<file path="src/rtl/acc_seq_pkg.sv">
// Shared types for the accumulator sequencer: step states, opcode
// values and the bundle of datapath strobes issued by the controller.
package acc_seq_pkg;

    localparam logic [7:0] OPC_LDA  = 8'h01;
    localparam logic [7:0] OPC_LDB  = 8'h02;
    localparam logic [7:0] OPC_ADD  = 8'h03;
    localparam logic [7:0] OPC_PUSH = 8'h04;
    localparam logic [7:0] OPC_CALL = 8'h05;

    typedef enum logic [3:0] {
        ST_FETCH,
        ST_DECODE,
        ST_OPADR,
        ST_OPCAP,
        ST_OPADR2,
        ST_OPCAP2,
        ST_JUMP,
        ST_ADD,
        ST_PUSH,
        ST_HALT
    } seq_state_t;

    typedef struct packed {
        logic ip_inc;
        logic ip_jump;
        logic a_imm;
        logic b_imm;
        logic a_sum;
        logic hold_lo;
        logic hold_hi;
        logic sp_inc;
        logic addr_sp;
        logic mem_wr;
    } ctl_t;

endpackage

</file>
<file path="src/rtl/acc_seq_alu.sv">
// Adder of the datapath. Assumes both operands share width W;
// the carry out is dropped, so the sum wraps modulo 2**W.
module acc_seq_alu #(
    parameter int W = 8
) (
    input  logic [W-1:0] opa,
    input  logic [W-1:0] opb,
    output logic [W-1:0] sum
);
    // wrapping sum of the two operands
    always_comb sum = opa + opb;
endmodule

</file>
<file path="src/rtl/acc_seq_ctrl.sv">
// Step sequencer. Holds the instruction register and walks each opcode
// through its fixed step list. Assumes read data is valid one cycle
// after the address and that the opcode is on rd_data during DECODE.
module acc_seq_ctrl
    import acc_seq_pkg::*;
#(
    parameter int DW = 8
) (
    input  logic          clk,
    input  logic          rst_n,
    input  logic [DW-1:0] rd_data,
    output seq_state_t    state_o,
    output ctl_t          ctl_o,
    output logic          halted_o
);
    seq_state_t    state_q, state_d;
    logic [DW-1:0] ir_q;
    logic          ir_ld;

    // step register
    always_ff @(posedge clk) begin
        if (!rst_n) state_q <= ST_FETCH;
        else        state_q <= state_d;
    end

    // instruction register, captured while decoding
    always_ff @(posedge clk) begin
        if (!rst_n)     ir_q <= '0;
        else if (ir_ld) ir_q <= rd_data;
    end

    // next step and strobes for the current step
    always_comb begin
        ctl_o   = '0;
        ir_ld   = 1'b0;
        state_d = state_q;
        unique case (state_q)
            ST_FETCH:  state_d = ST_DECODE;
            ST_DECODE: begin
                ir_ld        = 1'b1;
                ctl_o.ip_inc = 1'b1;
                if (rd_data == DW'(OPC_LDA) || rd_data == DW'(OPC_LDB) ||
                    rd_data == DW'(OPC_CALL))
                    state_d = ST_OPADR;
                else if (rd_data == DW'(OPC_ADD))
                    state_d = ST_ADD;
                else if (rd_data == DW'(OPC_PUSH))
                    state_d = ST_PUSH;
                else
                    state_d = ST_HALT;
            end
            ST_OPADR:  state_d = ST_OPCAP;
            ST_OPCAP: begin
                ctl_o.ip_inc = 1'b1;
                if (ir_q == DW'(OPC_CALL)) begin
                    ctl_o.hold_lo = 1'b1;
                    state_d       = ST_OPADR2;
                end else begin
                    ctl_o.a_imm = (ir_q == DW'(OPC_LDA));
                    ctl_o.b_imm = (ir_q == DW'(OPC_LDB));
                    state_d     = ST_FETCH;
                end
            end
            ST_OPADR2: state_d = ST_OPCAP2;
            ST_OPCAP2: begin
                ctl_o.ip_inc  = 1'b1;
                ctl_o.hold_hi = 1'b1;
                state_d       = ST_JUMP;
            end
            ST_JUMP: begin
                ctl_o.ip_jump = 1'b1;
                state_d       = ST_FETCH;
            end
            ST_ADD: begin
                ctl_o.a_sum = 1'b1;
                state_d     = ST_FETCH;
            end
            ST_PUSH: begin
                ctl_o.addr_sp = 1'b1;
                ctl_o.mem_wr  = 1'b1;
                ctl_o.sp_inc  = 1'b1;
                state_d       = ST_FETCH;
            end
            default:   state_d = ST_HALT;
        endcase
    end

    assign state_o  = state_q;
    assign halted_o = (state_q == ST_HALT);
endmodule

</file>
<file path="src/rtl/acc_seq_dpath.sv">
// Register file and address path. Assumes AW == 2*DW so that a call
// target is exactly two words, low word first. The stack grows upward.
module acc_seq_dpath
    import acc_seq_pkg::*;
#(
    parameter int          DW      = 8,
    parameter int          AW      = 16,
    parameter int unsigned SP_INIT = 32'h8000
) (
    input  logic          clk,
    input  logic          rst_n,
    input  ctl_t          ctl,
    input  logic [DW-1:0] rd_data,
    output logic [AW-1:0] addr,
    output logic [DW-1:0] wdata,
    output logic          we,
    output logic [AW-1:0] ip_o,
    output logic [AW-1:0] sp_o,
    output logic [DW-1:0] b_o,
    output logic [AW-1:0] hold_o
);
    localparam logic [AW-1:0] SP_RST = AW'(SP_INIT);

    logic [AW-1:0] ip_q, sp_q, hold_q;
    logic [DW-1:0] a_q, b_q, sum;

    acc_seq_alu #(.W(DW)) u_alu (.opa(a_q), .opb(b_q), .sum(sum));

    // instruction pointer: jump wins over increment
    always_ff @(posedge clk) begin
        if (!rst_n)           ip_q <= '0;
        else if (ctl.ip_jump) ip_q <= hold_q;
        else if (ctl.ip_inc)  ip_q <= ip_q + AW'(1);
    end

    // stack pointer, post-incremented by a push
    always_ff @(posedge clk) begin
        if (!rst_n)          sp_q <= SP_RST;
        else if (ctl.sp_inc) sp_q <= sp_q + AW'(1);
    end

    // register A: immediate load or adder result
    always_ff @(posedge clk) begin
        if (!rst_n)         a_q <= '0;
        else if (ctl.a_imm) a_q <= rd_data;
        else if (ctl.a_sum) a_q <= sum;
    end

    // register B: immediate load only
    always_ff @(posedge clk) begin
        if (!rst_n)         b_q <= '0;
        else if (ctl.b_imm) b_q <= rd_data;
    end

    // hold register collecting the two call operand words
    always_ff @(posedge clk) begin
        if (!rst_n) hold_q <= '0;
        else begin
            if (ctl.hold_lo) hold_q[DW-1:0]  <= rd_data;
            if (ctl.hold_hi) hold_q[AW-1:DW] <= rd_data;
        end
    end

    // address source and write path
    always_comb begin
        addr  = ctl.addr_sp ? sp_q : ip_q;
        wdata = a_q;
        we    = ctl.mem_wr;
    end

    assign ip_o   = ip_q;
    assign sp_o   = sp_q;
    assign b_o    = b_q;
    assign hold_o = hold_q;
endmodule

</file>
<file path="src/rtl/acc_seq_core.sv">
// Top of the accumulator sequencer: controller plus datapath around a
// single-port synchronous memory with one cycle of read latency.
module acc_seq_core
    import acc_seq_pkg::*;
#(
    parameter int          DW      = 8,
    parameter int          AW      = 16,
    parameter int unsigned SP_INIT = 32'h8000
) (
    input  logic          clk,
    input  logic          rst_n,
    output logic [AW-1:0] mem_addr,
    output logic [DW-1:0] mem_wdata,
    input  logic [DW-1:0] mem_rdata,
    output logic          mem_we,
    output logic          halted
);
    seq_state_t    state;
    ctl_t          ctl;
    logic [AW-1:0] ip_q, sp_q, hold_q;
    logic [DW-1:0] b_q;

    acc_seq_ctrl #(.DW(DW)) u_ctrl (
        .clk      (clk),
        .rst_n    (rst_n),
        .rd_data  (mem_rdata),
        .state_o  (state),
        .ctl_o    (ctl),
        .halted_o (halted)
    );

    acc_seq_dpath #(.DW(DW), .AW(AW), .SP_INIT(SP_INIT)) u_dpath (
        .clk     (clk),
        .rst_n   (rst_n),
        .ctl     (ctl),
        .rd_data (mem_rdata),
        .addr    (mem_addr),
        .wdata   (mem_wdata),
        .we      (mem_we),
        .ip_o    (ip_q),
        .sp_o    (sp_q),
        .b_o     (b_q),
        .hold_o  (hold_q)
    );
endmodule

</file>
<file path="config.mk">
export PLATFORM = sky130hd
export DESIGN_NAME = acc_seq_core
export DESIGN_NICKNAME = d
export VERILOG_FILES = /design/src/rtl/acc_seq_pkg.sv /design/src/rtl/acc_seq_alu.sv /design/src/rtl/acc_seq_ctrl.sv /design/src/rtl/acc_seq_dpath.sv /design/src/rtl/acc_seq_core.sv
export SDC_FILE = /design/constraint.sdc
export NUM_CORES = 1
export LEC_CHECK = 0
export BUFFER_PORTS_ARGS = -buffer_cell sky130_fd_sc_hd__buf_2
export CORE_UTILIZATION = 45
export CTS_CLUSTER_SIZE = 14
export DETAILED_ROUTE_END_ITERATION = 10
export GPL_TIMING_DRIVEN = 0
export PLACE_DENSITY = 0.69
export SETUP_SLACK_MARGIN = 0.15
export SYNTH_ARGS = -nofsm -noshare
export SYNTH_HDL_FRONTEND = slang
export SYNTH_SLANG_ARGS = --single-unit
</file>
<file path="constraint.sdc">
create_clock -name clk -period 2.71 [get_ports clk]
set_input_delay 0.271 -clock clk [delete_from_list [all_inputs] [get_ports clk]]
set_output_delay 0.271 -clock clk [all_outputs]
set_load 0.005 [all_outputs]
</file>
==> results.md, run 1 <==
- Htree depth: 3
- First-pass GRT wire length: 16700 um
- Worst setup margin: 329 ps
- Worst reg2reg path startpoint: u_ctrl.state_o[3]$_SDFF_PN0_
- Status: finished, final reports clean
- Worst slew margin: 43.7%
- Reg-to-reg endpoint: u_dpath.ip_o[12]$_SDFFE_PN0P_
- Synth warn: 0
- Critical Path RT: approximately 2400 ps
- Fin nets: 554
- Worst R2R Setup Slack: 580 ps
- WL met2: 4860 um
- Layout Skew: 6.45 ps
- Yosys reg bits: 76
- Worst Path Max Fanout: 10
- Crit path capture type: primary output
- CTS tree: done
- First-pass DRT Iterations: 5
- Slew of the pin with the lowest slew margin: 838 ps
- Synthesized net count: 511
- Commonest non-fill, non-tap cell in the layout: nand2_1
- Ant diodes: 0
- I/O Pins: 36
- Syn-to-layout area delta: 12.6%
- Area of the mapped netlist: between 0.003 and 0.004 sq mm
- Antenna-violating nets left: 0
- Core area: 0.00830 sq mm
- Cells after synthesis: 491
- TritonCTS Buffers: 9
- Post-Place Setup Slack: 640 ps
- Post-CTS sizing: 0
- Initial antenna violation count: 0
- FFs w/ async S/R, synth: 0%
- Hold_buf cts: 0
- Max Freq: 420 MHz
- P per Cell Area: roughly 490 mW/mm^2
- Synth top area share: 38.9%
- Max Used Layer: met4
- Final setup fails: 0
- Total negative slack: 0 ps
- Synth Flop Type: dfxtp_1
- Routability cong.: 0.900
- Max Cap Viol: 0
- CP arrival: 2110 ps
- Final hold violation count: 0
- Die Ht: 95.2 um
- CTS Sinks: 76
- WL per Instance: roughly 16 um
- DR iter-0 viols: 211
- Vias per cell: roughly 5.7
- Chip Width: 95.2 um
- CTS Buffer Depth: 2
- RSZ-0062 raised after global routing: no
- Initial core utilization: a little under half
- Die ar.: roughly 0.009 sq mm
- Critical path class: reg -> out
- WL final: 10300 um
- Crit path launch: u_ctrl.state_o[1]$_SDFF_PN0_
- Peak VDD IR: 286 uV
- Synth top area cells: dfxtp_1 39%, nand2_1 9.2%, nor2_1 5.1%, a21oi_1 4.7%, mux2i_1 4.1%
- HPWL Detailed: 7510 um
- Crit path capture: mem_addr[8]
- Layout cell share with drive strength beyond 1: 11.7%
- DRC Markers: 0
- Min Clock Period, post-route: 2380 ps
- Post-CTS setup buffer count: 0
- Seq/Total Area, Yosys: 38.9%
- Hold Crit Class: in -> reg
- Cell taking the most area after synthesis: dfxtp_1
- Via Count: about 3700
- Clock Latency Late Sink: 350 ps
- Largest net degree at the start of global routing: 13
- Total GRT Usage: around a quarter
- Number of synthesized flops with an enable pin: 0
- Max-slew violations: 0
- Row cnt: 33
- Most frequent cells in the layout: 96 x nand2_1, 76 x dfxtp_1, 53 x nor2_1, 37 x buf_2, 37 x a21oi_1
- Met3 wire length: 602 um
- Period utilisation layout: between 80% and 90%
- IO buf count: 32
- Worst R2R Path Depth: 6
- Grt ovf: 0
- Distinct cells, synth: 61
- Root buffer cell: clkbuf_8
- Leakage: 1.75 nW
- DRT met1 WL: 4660 um
- Worst Setup Start Kind: flip-flop
- Post-Syn Area per Cell: approximately 8 sq um
- Vias in the first global route: between 3000 and 4000
- CTS clk-pin slew, worst paths: 80 ps
worst max-delay path: stages (launching register included):
cell     delay, ps
dfxtp_1        360
or4b_4         590
inv_2          100
buf_2          210
buf_2          250
nand2_1         90
nand2_1         70
buf_2          110
synth_stat cells, types with 3 or more instances:
cell and number:
nand2b_1 7, ha_1 9, mux2i_1 16, clkbuf_1 19, a211oi_1 4, a221oi_1 3, nor4_1 4, o211a_1 3
nand2_1 96, nor2b_1 5, inv_1 7, xor2_1 7, a21o_1 7, buf_2 5, dfxtp_1 76, o21ai_0 17
and3_1 8, and4_1 3, a31oi_1 3, o22ai_1 4, nor2_1 53, nand4_1 9, xnor2_1 13, nor3_1 4
nand3_1 13, a21oi_1 37, a32oi_1 3, or3_1 9, a22oi_1 6, o21a_1 3
power breakdown:
| group | switching (mW) | internal [mW] | leakage, nW |
|---|---|---|---|
| registers | 0.0125 | 1.13 | 0.614 |
| clock network | 0.413 | 0.473 | 0.102 |
| logic | 0.102 | 0.0456 | 1.03 |
flip-flops by register name, indices dropped and copies added (netlist names):
| register | cells |
|---|---|
| u_dpath.ip_o | 16 |
| u_dpath.sp_o | 16 |
| u_dpath.wdata | 8 |
| u_ctrl.ir_q | 8 |
| u_dpath.hold_o | 16 |
| u_dpath.b_o | 8 |
| u_ctrl.state_o | 4 |
cell families after synthesis:
group | count (synthesis) | synth area share, %
AOI/OAI and AO/OA | 101 | 16.4
xor gates and xnor gates | 20 | 4.48
adders and majority gates | 10 | 3.39
buffers and inverters | 35 | 3.74
DFF | 76 | 38.9
muxes | 17 | 4.39
and+or+nand+nor | 232 | 28.6
area by class of cell:
cell class              count  area (sq um)
clock buffers              12           155
well taps                 105           131
flip-flops and latches     76          1520
plain buffers              26           113
clock inverters             4          47.5
multi-input cells         380          2240
repair buffers             32           160
fillers                   819          3900
inverters                   9          33.8
worst min-delay path by stage:
| stage | startpoint | endpoint | cells after the start |
|---|---|---|---|
| global placement | u_ctrl.ir_q[5]$_SDFFE_PN0P_ | u_ctrl.ir_q[5]$_SDFFE_PN0P_ | 2 |
| global route | mem_rdata[7] | u_ctrl.ir_q[7]$_SDFFE_PN0P_ | 3 |
| detailed placement | u_dpath.hold_o[15]$_SDFFE_PN0P_ | u_dpath.hold_o[15]$_SDFFE_PN0P_ | 2 |
| floorplan | mem_rdata[4] | u_ctrl.ir_q[4]$_SDFFE_PN0P_ | 2 |
| CTS | mem_rdata[7] | u_ctrl.ir_q[7]$_SDFFE_PN0P_ | 3 |
| finish | mem_rdata[7] | u_ctrl.ir_q[7]$_SDFFE_PN0P_ | 3 |
metal layers:
metal  track usage [%]  vias to the layer above
li1                  -                     1807
met1              30.0                     1731
met2              41.0                      109
met3              5.82                       16
met4              7.70                        0
met5                 0                        -
per-stage QoR:
| step | area, sq um | utilization, % | instances | hold WS, ps | total power, mW |
|---|---|---|---|---|---|
| after floorplan | 3910 | - | 491 | 407 | 1.26 |
| after global placement | 4200 | 50.6 | 628 | 445 | 1.31 |
| after detailed placement | 4200 | 50.6 | 628 | 449 | 1.32 |
| after CTS | 4400 | 53.1 | 644 | 212 | 2.20 |
| after global routing | 4400 | 53.1 | 644 | 236 | 2.26 |
| final | 4400 | 53.1 | 644 | 233 | 2.18 |
Power figures use the tool's default switching activity.
==> run 2: changes to the inputs <==
CTS_BUF_LIST = sky130_fd_sc_hd__clkbuf_4 sky130_fd_sc_hd__clkbuf_8   (was default)
==> run 2 against run 1 <==
Against the previous run:
- utilization about the same
- hold slack got worse by 2.9 ps
- clock skew about the same
- non-clock buffer count did not move
- largest power group unchanged
==> results.md, run 2 (synthesized netlist as in run 1, its figures left out) <==
- Multi-input gate area: 0.00224 sq mm
- Post-CTS sizing: 0
- Worst slew margin: 42.8%
- Fin cells: 644
- Max Cap Viol: 0
- TritonCTS Buffers: 9
- Leakage: 1.75 nW
- Peak VDD IR: 286 uV
- First-pass GRT wire length: approximately 17000 um
- Root buffer cell: clkbuf_8
- Antenna-violating nets left: 0
- Fin nets: 554
- Ant diodes: 0
- P per Cell Area: 496 mW/mm^2
- CTS Buffer Depth: 2
- First-pass DRT Iterations: 5
- Core area: 0.00830 sq mm
- Row cnt: 33
- Clock Latency Late Sink: 350 ps
- Worst Setup Start Kind: flip-flop
- Initial core utilization: 47.1%
- WL final: 10200 um
- Period utilisation layout: between 80% and 90%
- Largest net degree at the start of global routing: 13
- Hold Crit Class: in -> reg
- Vias in the first global route: 3431
- Via Count: 3652
- DRC Markers: 0
- IO buf count: 32
- Hold_buf cts: 0
- Vias per cell: 5.67
- RSZ-0062 raised after global routing: no
- Critical path class: reg -> out
- Layout cell share with drive strength beyond 1: 11.9%
- Final setup fails: 0
- Commonest non-fill, non-tap cell in the layout: nand2_1
- Crit path capture type: primary output
- Reg area: 0.00152 sq mm
- Max-slew violations: 0
- Status: finished, final reports clean
- Min Clock Period, post-route: 2380 ps
- Initial antenna violation count: 0
- Layout Skew: 6.03 ps
- CP arrival: 2110 ps
- FILL cells: 817
- Most frequent cells in the layout: 96 x nand2_1, 76 x dfxtp_1, 53 x nor2_1, 37 x buf_2, 37 x a21oi_1
- Total GRT Usage: 24.1%
- Critical Path RT: around 2400 ps
- Htree depth: 3
- Routability cong.: 0.900
- Final hold violation count: 0
- Chip Width: around 95 um
- Die Ht: 95.2 um
- CTS tree: done
- CTS Sinks: 76
- Grt ovf: 0
- CTS clk-pin slew, worst paths: 80 ps
- Post-CTS setup buffer count: 0
- Slew of the pin with the lowest slew margin: 851 ps
- Placed insts: 628
- Syn-to-layout area delta: 12.7%
- Total negative slack: 0 ps
- Die ar.: 0.00906 sq mm
- WL per Instance: about 16 um
- Worst Path Max Fanout: 10
- DR iter-0 viols: 222
- Max Freq: 420 MHz
- I/O Pins: 36
- HPWL Detailed: 7510 um
==> run 2: final timing paths <==
kind | slack, ps | from | to | cells past startpoint
max | 330 | u_ctrl.state_o[1]$_SDFF_PN0_ | mem_addr[8] | 7
min | 230 | mem_rdata[7] | u_ctrl.ir_q[7]$_SDFFE_PN0P_ | 3
max reg2reg | 600 | u_ctrl.state_o[3]$_SDFF_PN0_ | u_dpath.ip_o[12]$_SDFFE_PN0P_ | 6
min reg2reg | 460 | u_dpath.hold_o[10]$_SDFFE_PN0P_ | u_dpath.hold_o[10]$_SDFFE_PN0P_ | 2
==> run 2: worst max-delay path: stages, from the launching register on <==
cell	delay (ps)
dfxtp_1	360
or4b_4	590
inv_2	100
buf_2	210
buf_2	250
nand2_1	90
nand2_1	70
buf_2	110
==> run 2: metrics by stage <==
step	utilization [%]	instance area [sq um]	hold slack, ps	total power, mW	setup WS, ps
6_report	53.1	4410	230	2.19	330
5_1_grt	53.1	4410	236	2.27	210
4_1_cts	53.1	4410	212	2.21	330
3_5_place_dp	50.6	4200	449	1.32	640
3_3_place_gp	50.6	4200	445	1.31	695
2_1_floorplan	-	3910	407	1.26	941
==> run 2: layout make-up <==
type	count	share of cell area, %
sequential	76	34.5
clock inverter	4	1.08
buffer	26	2.56
multi-input combinational	380	50.9
inverter	9	0.767
timing repair buffer	32	3.63
tap	105	2.98
clock buffer	12	3.61
==> run 2: metal layers <==
layer  vias up  GRT usage [%]  share of wire [%]  wire length [um]
met3        18           5.82                5.9               606
met1      1708           30.0                 45              4630
met2       118           41.0                 47              4840
met5         -              0                  0                 0
li1       1808              -                  -                 -
met4         0           7.70                1.6               161
==> run 2: where the power goes <==
group          total, mW  internal, mW  leakage [nW]  switching, mW
combinational      0.147        0.0456          1.03          0.102
sequential          1.14          1.13         0.614         0.0125
clock              0.897         0.483         0.106          0.414
==> run 3: changes to the inputs <==
--- a/config.mk
+++ b/config.mk
@@ -8,2 +8,3 @@
 export BUFFER_PORTS_ARGS = -buffer_cell sky130_fd_sc_hd__buf_2
+export CORE_MARGIN = 2
 export CORE_UTILIZATION = 45
--- a/constraint.sdc
+++ b/constraint.sdc
@@ -3,2 +3,2 @@
 set_output_delay 0.271 -clock clk [all_outputs]
-set_load 0.005 [all_outputs]
+set_load 0.1 [all_outputs]
==> run 3 against run 2 <==
Against the previous run:
- power up 5.6%
- clock-buffer cell count fell by 1
- sequential cell count unchanged
- clock power rose by 9.5%
- sequential share of layout area decreased by 1.0 points
- maximum frequency is 3.3% lower
- critical path depth stayed put
- die area up 4.2%
- first-iteration DRC count decreased by 23%
- register-to-register slack better by 40 ps
- utilization about the same
- largest cell class unchanged
==> results.md, run 3 (synthesized netlist as in run 1, its figures left out) <==
- Chip Width: approximately 97 um
- Commonest non-fill, non-tap cell in the layout: nand2_1
- Fin nets: 554
- Layout Skew: 6.69 ps
- CTS clk-pin slew, worst paths: 80 ps
- Vias in the first global route: about 3500
- WL met2: between 5000 and 6000 um
- Hold Crit Class: in -> reg
- Total GRT Usage: 22.2%
- Post-Place Setup Slack: 361 ps
- Grt ovf: 0
- Min-delay src: mem_rdata[7]
- Worst Setup Start Kind: flip-flop
- Fin cells: 646
- Row cnt: 34
- Worst reg2reg path startpoint: u_ctrl.state_o[3]$_SDFF_PN0_
- Most frequent cells in the layout: 87 x nand2_1, 76 x dfxtp_1, 53 x nor2_1, 37 x a21oi_1, 23 x buf_2
- DR iter-0 viols: 171
- Vias per cell: 5.73
- Leakage: 1.76 nW
- Met3 wire length: 474 um
- Die ar.: 0.00945 sq mm
- Hold Path Cell Cnt: 3
- CTS Sinks: 76
- Via Count: 3699
- First-pass DRT Iterations: 5
- Critical Path RT: ~2400 ps
- Max Used Layer: met4
- P per Cell Area: 509 mW/mm^2
- Final setup fails: 0
- Reg-to-reg endpoint: u_dpath.ip_o[12]$_SDFFE_PN0P_
- Min Clock Period, post-route: 2460 ps
- CTS tree: done
- Peak VDD IR: 287 uV
- Max-slew violations: 0
- Final Util: 53.1%
- Max Freq: 406 MHz
- Largest net degree at the start of global routing: 13
- Placed insts: 631
- Crit path capture type: primary output
- Status: finished, final reports clean
- Critical path class: reg -> out
- CTS Buffer Depth: 2
- Slew of the pin with the lowest slew margin: 973 ps
- Clock Latency Late Sink: 360 ps
- Worst R2R Path Depth: 6
- Finished Cell Area: 0.00454 sq mm
- Worst setup margin: between 200 and 250 ps
- I/O Pins: 36
- Routability cong.: 0.927
- Max Cap Viol: 0
- Initial core utilization: 45.7%
- Htree depth: 3
- Sink of the worst hold path: u_dpath.hold_o[15]$_SDFFE_PN0P_
- Worst slew margin: 34.6%
- DRT met1 WL: 4740 um
- Final hold violation count: 0
- Root buffer cell: clkbuf_8
- Die Ht: 97.2 um
- First-pass GRT wire length: 17000 um
- IO buf count: 32
- WL per Instance: ~16 um
- TritonCTS Buffers: 9
- Layout cell share with drive strength beyond 1: 13.8%
- WL final: around 10000 um
- Core area: ~0.0086 sq mm
- DP Area: between 0.004 and 0.005 sq mm
- CP arrival: approximately 2200 ps
- Initial antenna violation count: 0
- Ant diodes: 0
- Worst Path Max Fanout: 10
- Syn-to-layout area delta: 16.1%
- Worst R2R Setup Slack: around 640 ps
- Power, Total: around 2.3 mW
- Antenna-violating nets left: 0
- DRC Markers: 0
- Period utilisation layout: 90.8%
- HPWL Detailed: 7510 um
- RSZ-0062 raised after global routing: no
==> run 3: worst max-delay path, stage by stage, from the launching register on <==
cell      delay (ps)
dfxtp_1          350
or4b_4           590
inv_2            100
clkbuf_4         200
buf_4            200
nand2_1           90
nand2_2           90
buf_8            200
==> run 3: area by class of cell <==
class,instances,area [sq um]
Clock buffer,11,151
Fill cell,822,4010
Clock inverter,4,72.6
Buffer,26,118
Sequential cell,76,1520
Timing Repair Buffer,32,235
Tap cell,108,135
Multi-Input combinational cell,380,2270
Inverter,9,33.8
==> run 3: power by group <==
part | total, mW | internal [mW] | switching, mW | leakage [nW]
clock network | 0.982 | 0.562 | 0.420 | 0.111
logic | 0.185 | 0.0474 | 0.137 | 1.03
registers | 1.14 | 1.13 | 0.0129 | 0.614
==> run 3: per-stage QoR <==
stage / setup TNS [ps] / hold WS, ps
floorplan: -749 / 407
global placement: 0 / 443
detailed placement: 0 / 450
CTS: 0 / 216
global route: 0 / 225
finish: 0 / 222
==> run 3: how the worst max path moves through the flow <==
stage	endpoint	slack, ps	start
floorplan	mem_addr[13]	-370	u_ctrl.state_o[3]$_SDFF_PN0_
global placement	mem_addr[8]	370	u_ctrl.state_o[0]$_SDFF_PN0_
detailed placement	mem_addr[8]	360	u_ctrl.state_o[0]$_SDFF_PN0_
CTS	mem_addr[8]	90	u_ctrl.state_o[0]$_SDFF_PN0_
global route	mem_addr[5]	160	u_ctrl.state_o[0]$_SDFF_PN0_
finish	mem_addr[8]	250	u_ctrl.state_o[0]$_SDFF_PN0_
==> run 3: timing repair <==
| action | 4_1_cts | 5_1_grt |
|---|---|---|
| resized for setup | 18 | 9 |
| buffers inserted | 0 | 0 |
| endpoints found under the setup margin | 10 | 13 |
| hold buffers | 0 | 0 |
==> run 3: metal layers <==
layer  vias up  global-route usage, %
met5         -                      0
met4         0                   6.07
met3        11                   4.68
met2       107                   38.1
met1      1776                   28.2
li1       1805                      -
